[src/rtl/clk_phase_pkg.sv]
// Package: shared helpers for the sample clock phase selector.
// Assumes the slot count is a power of two and that the delay code is
// narrower than the slot counter by one bit.
package clk_phase_pkg;

    // Total slot delay for a setting, in slots, modulo the slot count.
    function automatic int unsigned slot_delay(
        input int unsigned code,
        input bit          invert,
        input bit          stab_on,
        input int unsigned slots
    );
        int unsigned d;
        d = stab_on ? code : 0;
        if (invert) d = d + slots / 2;
        return d % slots;
    endfunction

endpackage

[src/rtl/cps_slot_counter.sv]
// Module: free-running slot counter.
// Counts reference cycles modulo 2**CNT_W and flags the last slot of the
// period. Assumes a synchronous active-low reset that forces slot zero.
module cps_slot_counter #(
    parameter int unsigned CNT_W = 3
) (
    input  logic             clk,
    input  logic             rst_n,
    output logic [CNT_W-1:0] cnt_o,
    output logic             wrap_o
);

    localparam logic [CNT_W-1:0] LAST_SLOT = {CNT_W{1'b1}};

    logic [CNT_W-1:0] cnt_q;

    // Advance one slot per reference cycle; wrap back to zero.
    always_ff @(posedge clk) begin
        if (!rst_n) cnt_q <= '0;
        else        cnt_q <= cnt_q + CNT_W'(1);
    end

    // Flag the final slot so the next edge is the period boundary.
    always_comb begin
        wrap_o = (cnt_q == LAST_SLOT);
    end

    assign cnt_o = cnt_q;

endmodule

[src/rtl/cps_ctrl_capture.sv]
// Module: control capture at the period boundary.
// Samples the phase code, invert and stabilizer inputs only on the edge
// where the slot counter wraps. It turns them into one slot delay and
// arms the output after the first full period. Assumes SEL_W < CNT_W.
module cps_ctrl_capture #(
    parameter int unsigned CNT_W = 3,
    parameter int unsigned SEL_W = 2
) (
    input  logic             clk,
    input  logic             rst_n,
    input  logic             wrap_i,
    input  logic [SEL_W-1:0] code_i,
    input  logic             inv_i,
    input  logic             stab_i,
    output logic [CNT_W-1:0] shift_o,
    output logic             armed_o
);

    localparam int unsigned SLOTS = 1 << CNT_W;

    logic [CNT_W-1:0] shift_d;
    logic [CNT_W-1:0] shift_q;
    logic             armed_q;

    // Combine code, stabilizer gate and inversion into one slot delay.
    always_comb begin
        shift_d = CNT_W'(clk_phase_pkg::slot_delay(
                      int'(code_i), inv_i, stab_i, SLOTS));
    end

    // Take a new setting only at the boundary; hold it for the period.
    always_ff @(posedge clk) begin
        if (!rst_n) begin
            shift_q <= '0;
            armed_q <= 1'b0;
        end else if (wrap_i) begin
            shift_q <= shift_d;
            armed_q <= 1'b1;
        end
    end

    assign shift_o = shift_q;
    assign armed_o = armed_q;

endmodule

[src/rtl/cps_wave_gen.sv]
// Module: output waveform and data strobe generator.
// Builds the half-high square wave from the slot count minus the latched
// delay, and a strobe at the unshifted falling slot. Both outputs are
// registered with the same latency, so they stay aligned.
module cps_wave_gen #(
    parameter int unsigned CNT_W = 3
) (
    input  logic             clk,
    input  logic             rst_n,
    input  logic [CNT_W-1:0] cnt_i,
    input  logic [CNT_W-1:0] shift_i,
    input  logic             armed_i,
    output logic             clk_o,
    output logic             strobe_o
);

    localparam logic [CNT_W-1:0] HALF = CNT_W'(1) << (CNT_W - 1);

    logic [CNT_W-1:0] rel_slot;
    logic             level;
    logic             clk_q;
    logic             strobe_q;

    // Slot position relative to the delayed rising edge.
    always_comb begin
        rel_slot = cnt_i - shift_i;
        level    = ~rel_slot[CNT_W-1];
    end

    // Register clock level and strobe; hold both low until armed.
    always_ff @(posedge clk) begin
        if (!rst_n) begin
            clk_q    <= 1'b0;
            strobe_q <= 1'b0;
        end else begin
            clk_q    <= armed_i & level;
            strobe_q <= armed_i & (cnt_i == HALF);
        end
    end

    assign clk_o    = clk_q;
    assign strobe_o = strobe_q;

endmodule

[src/rtl/clk_phase_sel.sv]
// Module: sample clock phase selector (top).
// Divides a reference clock eight ways (for CNT_W=3) and outputs a
// sample clock with a selectable 45-degree phase and polarity, plus a
// data-update strobe. Assumes a synchronous active-low reset.
module clk_phase_sel #(
    parameter  int unsigned CNT_W = 3,
    localparam int unsigned SEL_W = CNT_W - 1
) (
    input  logic             clk,
    input  logic             rst_n,
    input  logic [SEL_W-1:0] phase_code_i,
    input  logic             clk_inv_i,
    input  logic             stab_en_i,
    output logic             samp_clk_o,
    output logic             data_upd_o
);

    logic [CNT_W-1:0] slot_cnt;
    logic             slot_wrap;
    logic [CNT_W-1:0] eff_shift;
    logic             armed;

    cps_slot_counter #(.CNT_W(CNT_W)) u_cnt (
        .clk    (clk),
        .rst_n  (rst_n),
        .cnt_o  (slot_cnt),
        .wrap_o (slot_wrap)
    );

    cps_ctrl_capture #(.CNT_W(CNT_W), .SEL_W(SEL_W)) u_ctrl (
        .clk     (clk),
        .rst_n   (rst_n),
        .wrap_i  (slot_wrap),
        .code_i  (phase_code_i),
        .inv_i   (clk_inv_i),
        .stab_i  (stab_en_i),
        .shift_o (eff_shift),
        .armed_o (armed)
    );

    cps_wave_gen #(.CNT_W(CNT_W)) u_wave (
        .clk      (clk),
        .rst_n    (rst_n),
        .cnt_i    (slot_cnt),
        .shift_i  (eff_shift),
        .armed_i  (armed),
        .clk_o    (samp_clk_o),
        .strobe_o (data_upd_o)
    );

endmodule

[config.mk]
export PLATFORM = sky130hd
export DESIGN_NAME = clk_phase_sel
export DESIGN_NICKNAME = d
export VERILOG_FILES = /design/src/rtl/clk_phase_pkg.sv /design/src/rtl/cps_slot_counter.sv /design/src/rtl/cps_ctrl_capture.sv /design/src/rtl/cps_wave_gen.sv /design/src/rtl/clk_phase_sel.sv
export SDC_FILE = /design/constraint.sdc
export NUM_CORES = 1
export LEC_CHECK = 0
export BUFFER_PORTS_ARGS = -buffer_cell sky130_fd_sc_hd__buf_4
export CORE_AREA = 2 2 39 41
export DETAILED_ROUTE_END_ITERATION = 7
export DIE_AREA = 0 0 41 43
export PLACE_DENSITY = 0.53
export SLEW_MARGIN = 30
export SYNTH_ARGS = -nofsm -noshare
export SYNTH_HDL_FRONTEND = slang
export SYNTH_SLANG_ARGS = --single-unit
[constraint.sdc]
create_clock -name clk -period 1.1 [get_ports clk]
set_input_delay 0.11 -clock clk [delete_from_list [all_inputs] [get_ports clk]]
set_output_delay 0.11 -clock clk [all_outputs]
set_load 0.05 [all_outputs]
Word level (Yosys, flattened, before mapping)
Cells that the tools add are included.
{"block": "classes", "n_addsub": 3, "eq_ne": 2, "muxes": 2, "bitwise": 3}
{"op": "3-bit == test (second input constant)", "count": 2}
{"op": "3-bit by 1-bit adder with 3-bit output (second input constant)", "count": 1}
{"op": "3-bit adder (second input constant)", "count": 1}
{"op": "3-bit 2-to-1 mux", "count": 1}
{"op": "3-bit subtractor", "count": 1}
{"op": "1-bit AND", "count": 2}
{"op": "2-bit 2-to-1 mux", "count": 1}
{"op": "1-bit inverter", "count": 1}
{"block": "totals", "ff_bits": 9, "input_bits": 6, "output_inout_bits": 2, "elab_cells": 15}

Logic depth before layout (Yosys ltp)
{"block": "depth", "ltp_word": 3, "depth_mapped": 5, "ltp_nobuf": 5}

Modules after synthesis
From an unflattened synthesis, not the netlist that was laid out.
{"block": "hier_totals", "cells_unflattened": 33, "area_unflattened_um2": 360.3}
{"mod": "cps_ctrl_capture", "instances": 1, "cells_per_inst": 13, "area_each_um2": 138.9, "seq_area_each_um2": 80.1}
{"mod": "cps_slot_counter", "instances": 1, "cells_per_inst": 8, "area_each_um2": 111.4, "seq_area_each_um2": 60.1}
{"mod": "cps_wave_gen", "instances": 1, "cells_per_inst": 12, "area_each_um2": 110.1, "seq_area_each_um2": 40.0}

Least setup slack after synthesis
Ideal clock, no wire load.
{"block": "synth_path", "path_type": "register to register", "start": "register u_cnt.cnt_q[1], in the netlist u_cnt.cnt_o[1]", "end": "register u_wave.clk_q, in the netlist u_wave.clk_o", "setup_ns": 0.070, "t_arrival_ns": 1.045, "t_required_ns": 1.030, "slack_ns": -0.016, "stages_incl_launch_ff": 4, "n_path_buf": 0, "synth_period_minus_slack_ns": 1.116, "cell_sequence": "dfxtp_1 -> ha_1 -> a2111oi_0 -> o21bai_1"}
{"block": "synth_via", "elab_chain_cells": 3}
{"element": "start, declared", "line": "cps_slot_counter.sv:15", "rtl": "logic [CNT_W-1:0] cnt_q;"}
{"element": "start signal, assigned", "line": "cps_slot_counter.sv:20", "rtl": "else cnt_q <= cnt_q + CNT_W'(1);"}
{"element": "3-bit subtractor", "line": "cps_wave_gen.sv:26", "rtl": "rel_slot = cnt_i - shift_i;"}
{"element": "1-bit inverter", "line": "cps_wave_gen.sv:27", "rtl": "level = ~rel_slot[CNT_W-1];"}
{"element": "1-bit AND", "line": "cps_wave_gen.sv:36", "rtl": "clk_q <= armed_i & level;"}
{"element": "end signal, assigned", "line": "cps_wave_gen.sv:36"}
{"element": "end, declared", "line": "cps_wave_gen.sv:21", "rtl": "logic clk_q;"}
Every way passes these cells.
A chain may end at the register's enable or synchronous reset.

Final worst setup path
{"block": "layout_path", "start": "register u_ctrl.shift_q[1], in the netlist u_ctrl.shift_o[1]", "end": "register u_wave.clk_q, in the netlist u_wave.clk_o"}
{"block": "layout_via", "elab_chain_cells": 3}
{"element": "start, declared", "line": "cps_ctrl_capture.sv:22", "rtl": "logic [CNT_W-1:0] shift_q;"}
{"element": "start signal, assigned", "line": "cps_ctrl_capture.sv:37", "rtl": "shift_q <= shift_d;"}
{"element": "3-bit subtractor", "line": "cps_wave_gen.sv:26"}
{"element": "1-bit inverter", "line": "cps_wave_gen.sv:27"}
{"element": "1-bit AND", "line": "cps_wave_gen.sv:36"}
Every way passes these cells.

==> impl_metrics.xml <==
<?xml version="1.0" encoding="UTF-8"?>
<metrics>
  <group name="place">
    <metric name="place.gp.congestion" unit="">0.6042</metric>
    <metric name="dpl.hpwl" unit="um">478</metric>
    <metric name="io_buffer_count" unit="">7</metric>
    <metric name="detailed_place.area" unit="um2">454.2</metric>
  </group>
  <group name="detailed_routing">
    <metric name="wl_per_cell" unit="um">11.48</metric>
    <metric name="ant_nets" unit="">0</metric>
    <metric name="drc_viols" unit="">0</metric>
    <metric name="num_vias" unit="">280</metric>
    <metric name="routed_wl" unit="um">746</metric>
    <metric name="post_drt_via_cell_ratio" unit="">4.308</metric>
    <metric name="initialDrtViolationCount" unit="">1</metric>
    <metric name="detail_route.first_pass.iterations" unit="">2</metric>
  </group>
  <group name="layout">
    <metric name="most-common-layout-cells" unit="">buf_4 (8), dfxtp_1 (5)</metric>
    <metric name="finalNetCount" unit="">60</metric>
    <metric name="antenna_cells_inserted" unit="">0</metric>
    <metric name="multiInputGateArea" unit="um2">244.0</metric>
    <metric name="final_area" unit="um2">549.3</metric>
    <metric name="register_area" unit="um2">187.7</metric>
    <metric name="layout.cells.most_common" unit="">buf_4</metric>
    <metric name="share_of_final_layout_standard_cells_stronger_than_drive_strength_1" unit="%">42.86</metric>
    <metric name="area.growth.synth_to_final" unit="%">47.81</metric>
    <metric name="nFillCells" unit="">140</metric>
  </group>
  <group name="floorplanning">
    <metric name="die_h" unit="um">43</metric>
    <metric name="fp.dieArea" unit="um2">1763</metric>
    <metric name="rows" unit="">14</metric>
    <metric name="initial_utilization" unit="%">26.85</metric>
    <metric name="core_area" unit="um2">1384</metric>
    <metric name="io_pins" unit="">8</metric>
    <metric name="die_w" unit="um">41</metric>
  </group>
  <group name="global_route">
    <metric name="grt_pass1_wl" unit="um">1014</metric>
    <metric name="first_global_vias" unit="">257</metric>
    <metric name="antenna_found_initial" unit="">0</metric>
    <metric name="grtUsageTotal" unit="%">8.726</metric>
    <metric name="grt_max_degree" unit="">10</metric>
    <metric name="gr-total-overflow" unit="">0</metric>
  </group>
  <group name="worst_setup_path">
    <metric name="crit_path_end_kind" unit="">register</metric>
    <metric name="path_class" unit="">reg -&gt; reg</metric>
    <metric name="worstPathArrival" unit="ns">1.28</metric>
    <metric name="startpoint_class_of_the_critical_path" unit="">register</metric>
    <metric name="worst_ep_required_time" unit="ns">1.29</metric>
    <metric name="crit_path_max_fanout" unit="">2</metric>
  </group>
  <group name="timing">
    <metric name="finalSetupViolations" unit="">0</metric>
    <metric name="timing.final.hold_violations" unit="">0</metric>
    <metric name="timing_worst_slew_pin_value" unit="ns">0.3615</metric>
    <metric name="slew-limit-headroom" unit="%">75.73</metric>
    <metric name="maxClockFrequency" unit="MHz">913.1</metric>
    <metric name="period_needed" unit="ns">1.095</metric>
    <metric name="ratio_of_final_minimum_period_to_clock_period" unit="%">99.56</metric>
    <metric name="finalClockSkew" unit="ns">0.005585</metric>
    <metric name="slew_viol_final" unit="">0</metric>
    <metric name="rsz0062_at_grt" unit="">yes</metric>
  </group>
  <group name="power">
    <metric name="power.leakage" unit="nW">0.2005</metric>
    <metric name="power.density_cell_area" unit="nW/um2">1231</metric>
    <metric name="finalPower" unit="W">0.0006764</metric>
    <metric name="irDropWorstVdd" unit="mV">0.4381</metric>
  </group>
  <group name="synth">
    <metric name="synth_cells" unit="">37</metric>
    <metric name="post_synth_main_area_contributors" unit="">dfxtp_1 (48%), ha_1 (13%), and2_1 (5.1%)</metric>
    <metric name="synth_top_area_share" unit="%">48.48</metric>
    <metric name="syn_avg_cell_area" unit="um2">10.04</metric>
    <metric name="netlist_area" unit="um2">371.6</metric>
    <metric name="netlist.top_cell.by_area" unit="">dfxtp_1</metric>
    <metric name="number_of_warnings_issued_by_yosys" unit="">0</metric>
    <metric name="synthesis.nets" unit="">47</metric>
    <metric name="synth_seq_area_share" unit="%">48.48</metric>
    <metric name="yosys.cell_types.count" unit="">17</metric>
    <metric name="synth_seq_cells" unit="">9</metric>
  </group>
  <group name="cts">
    <metric name="clock_insertion_delay_at_the_later_pin_of_the_skew_report" unit="ns">0.25</metric>
    <metric name="clock_transition_at_the_register_clock_pins_on_the_worst_setup_and_hold_paths_after_cts" unit="ns">0.06</metric>
    <metric name="clockRootBuffer" unit="">clkbuf_4</metric>
    <metric name="clock_tree.buffer_depth" unit="">2</metric>
    <metric name="clock_sinks" unit="">9</metric>
    <metric name="number_of_buffers_created_by_cts" unit="">3</metric>
    <metric name="post-cts-setup-buffer-count" unit="">0</metric>
    <metric name="tritoncts" unit="">done</metric>
    <metric name="cts-htree-levels" unit="">1</metric>
  </group>
  <group name="flow_run">
    <metric name="max_cap_viol_count" unit="">0</metric>
  </group>
  <group name="hold_path">
    <metric name="worst_hold_path_type" unit="">in -&gt; reg</metric>
  </group>
  <group name="run_status">
    <metric name="outcome" unit="">finished, final reports clean</metric>
  </group>
</metrics>
-- Yosys cell counts --
master / count
o21a_1: 1
nand2_1: 2
nand2b_1: 2
nand3_1: 3
o21ai_0: 1
ha_1: 4
mux2i_1: 1
a21oi_1: 1
inv_1: 3
dfxtp_1: 9
nor2_1: 1
nor2b_1: 2
a21boi_0: 1
and2_1: 3
xnor2_1: 1
a2111oi_0: 1
o21bai_1: 1
-- what timing repair did --
action                     CTS  global route
gates resized for setup      7             8
setup endpoints to repair    4             4
hold buffers                 0             0
pin swaps                    1             2
-- through the flow --
step	utilization [%]	hold WS [ns]	worst slack (ns)	setup TNS (ns)	std cells
after floorplan	-	0.2275	-0.01588	-0.01588	37
after global placement	32.82	0.3692	-0.06867	-0.1401	61
after detailed placement	32.82	0.3782	-0.08200	-0.1224	61
after CTS	37.07	0.1144	0.007328	0	65
after global routing	39.69	0.1304	-0.05653	-0.07028	65
final	39.69	0.1226	0.004822	0	65
-- cell families after synthesis --
kind of cell / after synthesis / share of synthesized area (%)
AO/OA/AOI/OAI: 6 / 11.11
XOR/XNOR: 1 / 2.357
adder cells (fa/ha/maj): 4 / 13.47
buffers and inverters: 3 / 3.030
flip-flops: 9 / 48.48
multiplexers: 1 / 2.694
AND/OR/NAND/NOR: 13 / 18.85
-- final cells by class --
class                           instances  share of cell area [%]
Multi-Input combinational cell         25                   44.42
Tap cell                               16                   3.645
Clock buffer                            4                   4.784
Sequential cell                         9                   34.17
Timing Repair Buffer                    8                   10.93
Inverter                                3                   2.050
-- flip-flops by register name, indices dropped and copies added (netlist names) --
signal,count
u_wave.strobe_o,1
u_cnt.cnt_o,3
u_wave.clk_o,1
u_ctrl.armed_o,1
u_ctrl.shift_o,3
-- path summary, 6_finish.rpt --
| check | depth (start not counted) | start | slack [ns] | endpoint |
|---|---|---|---|---|
| min | 3 | clk_inv_i | 0.12 | u_ctrl.shift_o[2] |
| max | 4 | u_ctrl.shift_o[1] | 0.005 | u_wave.clk_o |
| max reg2reg | 4 | u_ctrl.shift_o[1] | 0.005 | u_wave.clk_o |
| min reg2reg | 2 | u_cnt.cnt_o[2] | 0.48 | u_wave.strobe_o |
-- critical path, cell delays in order, from the launching register on --
cell and delay, ns:
dfxtp_2 0.32, inv_2 0.04, ha_4 0.24, a2111oi_4 0.28, o21bai_1 0.14
-- routing by layer --
layer,vias up,part of all wire (%),GRT usage [%]
li1,149,-,-
met1,126,40,9.295
met2,5,57,14.37
met3,0,2.4,1.571
met4,0,0,6.000
met5,-,0,0
-- power by group --
part / total (W) / switching, W / leakage, nW / internal (W)
Sequential: 0.000352 / 0.0000141 / 0.0749 / 0.000338
Clock: 0.000247 / 0.000108 / 0.0150 / 0.000139
Combinational: 0.0000774 / 0.0000311 / 0.111 / 0.0000463
Total: 0.000676 / 0.000153 / 0.201 / 0.000523
Power figures use the tool's default switching activity.
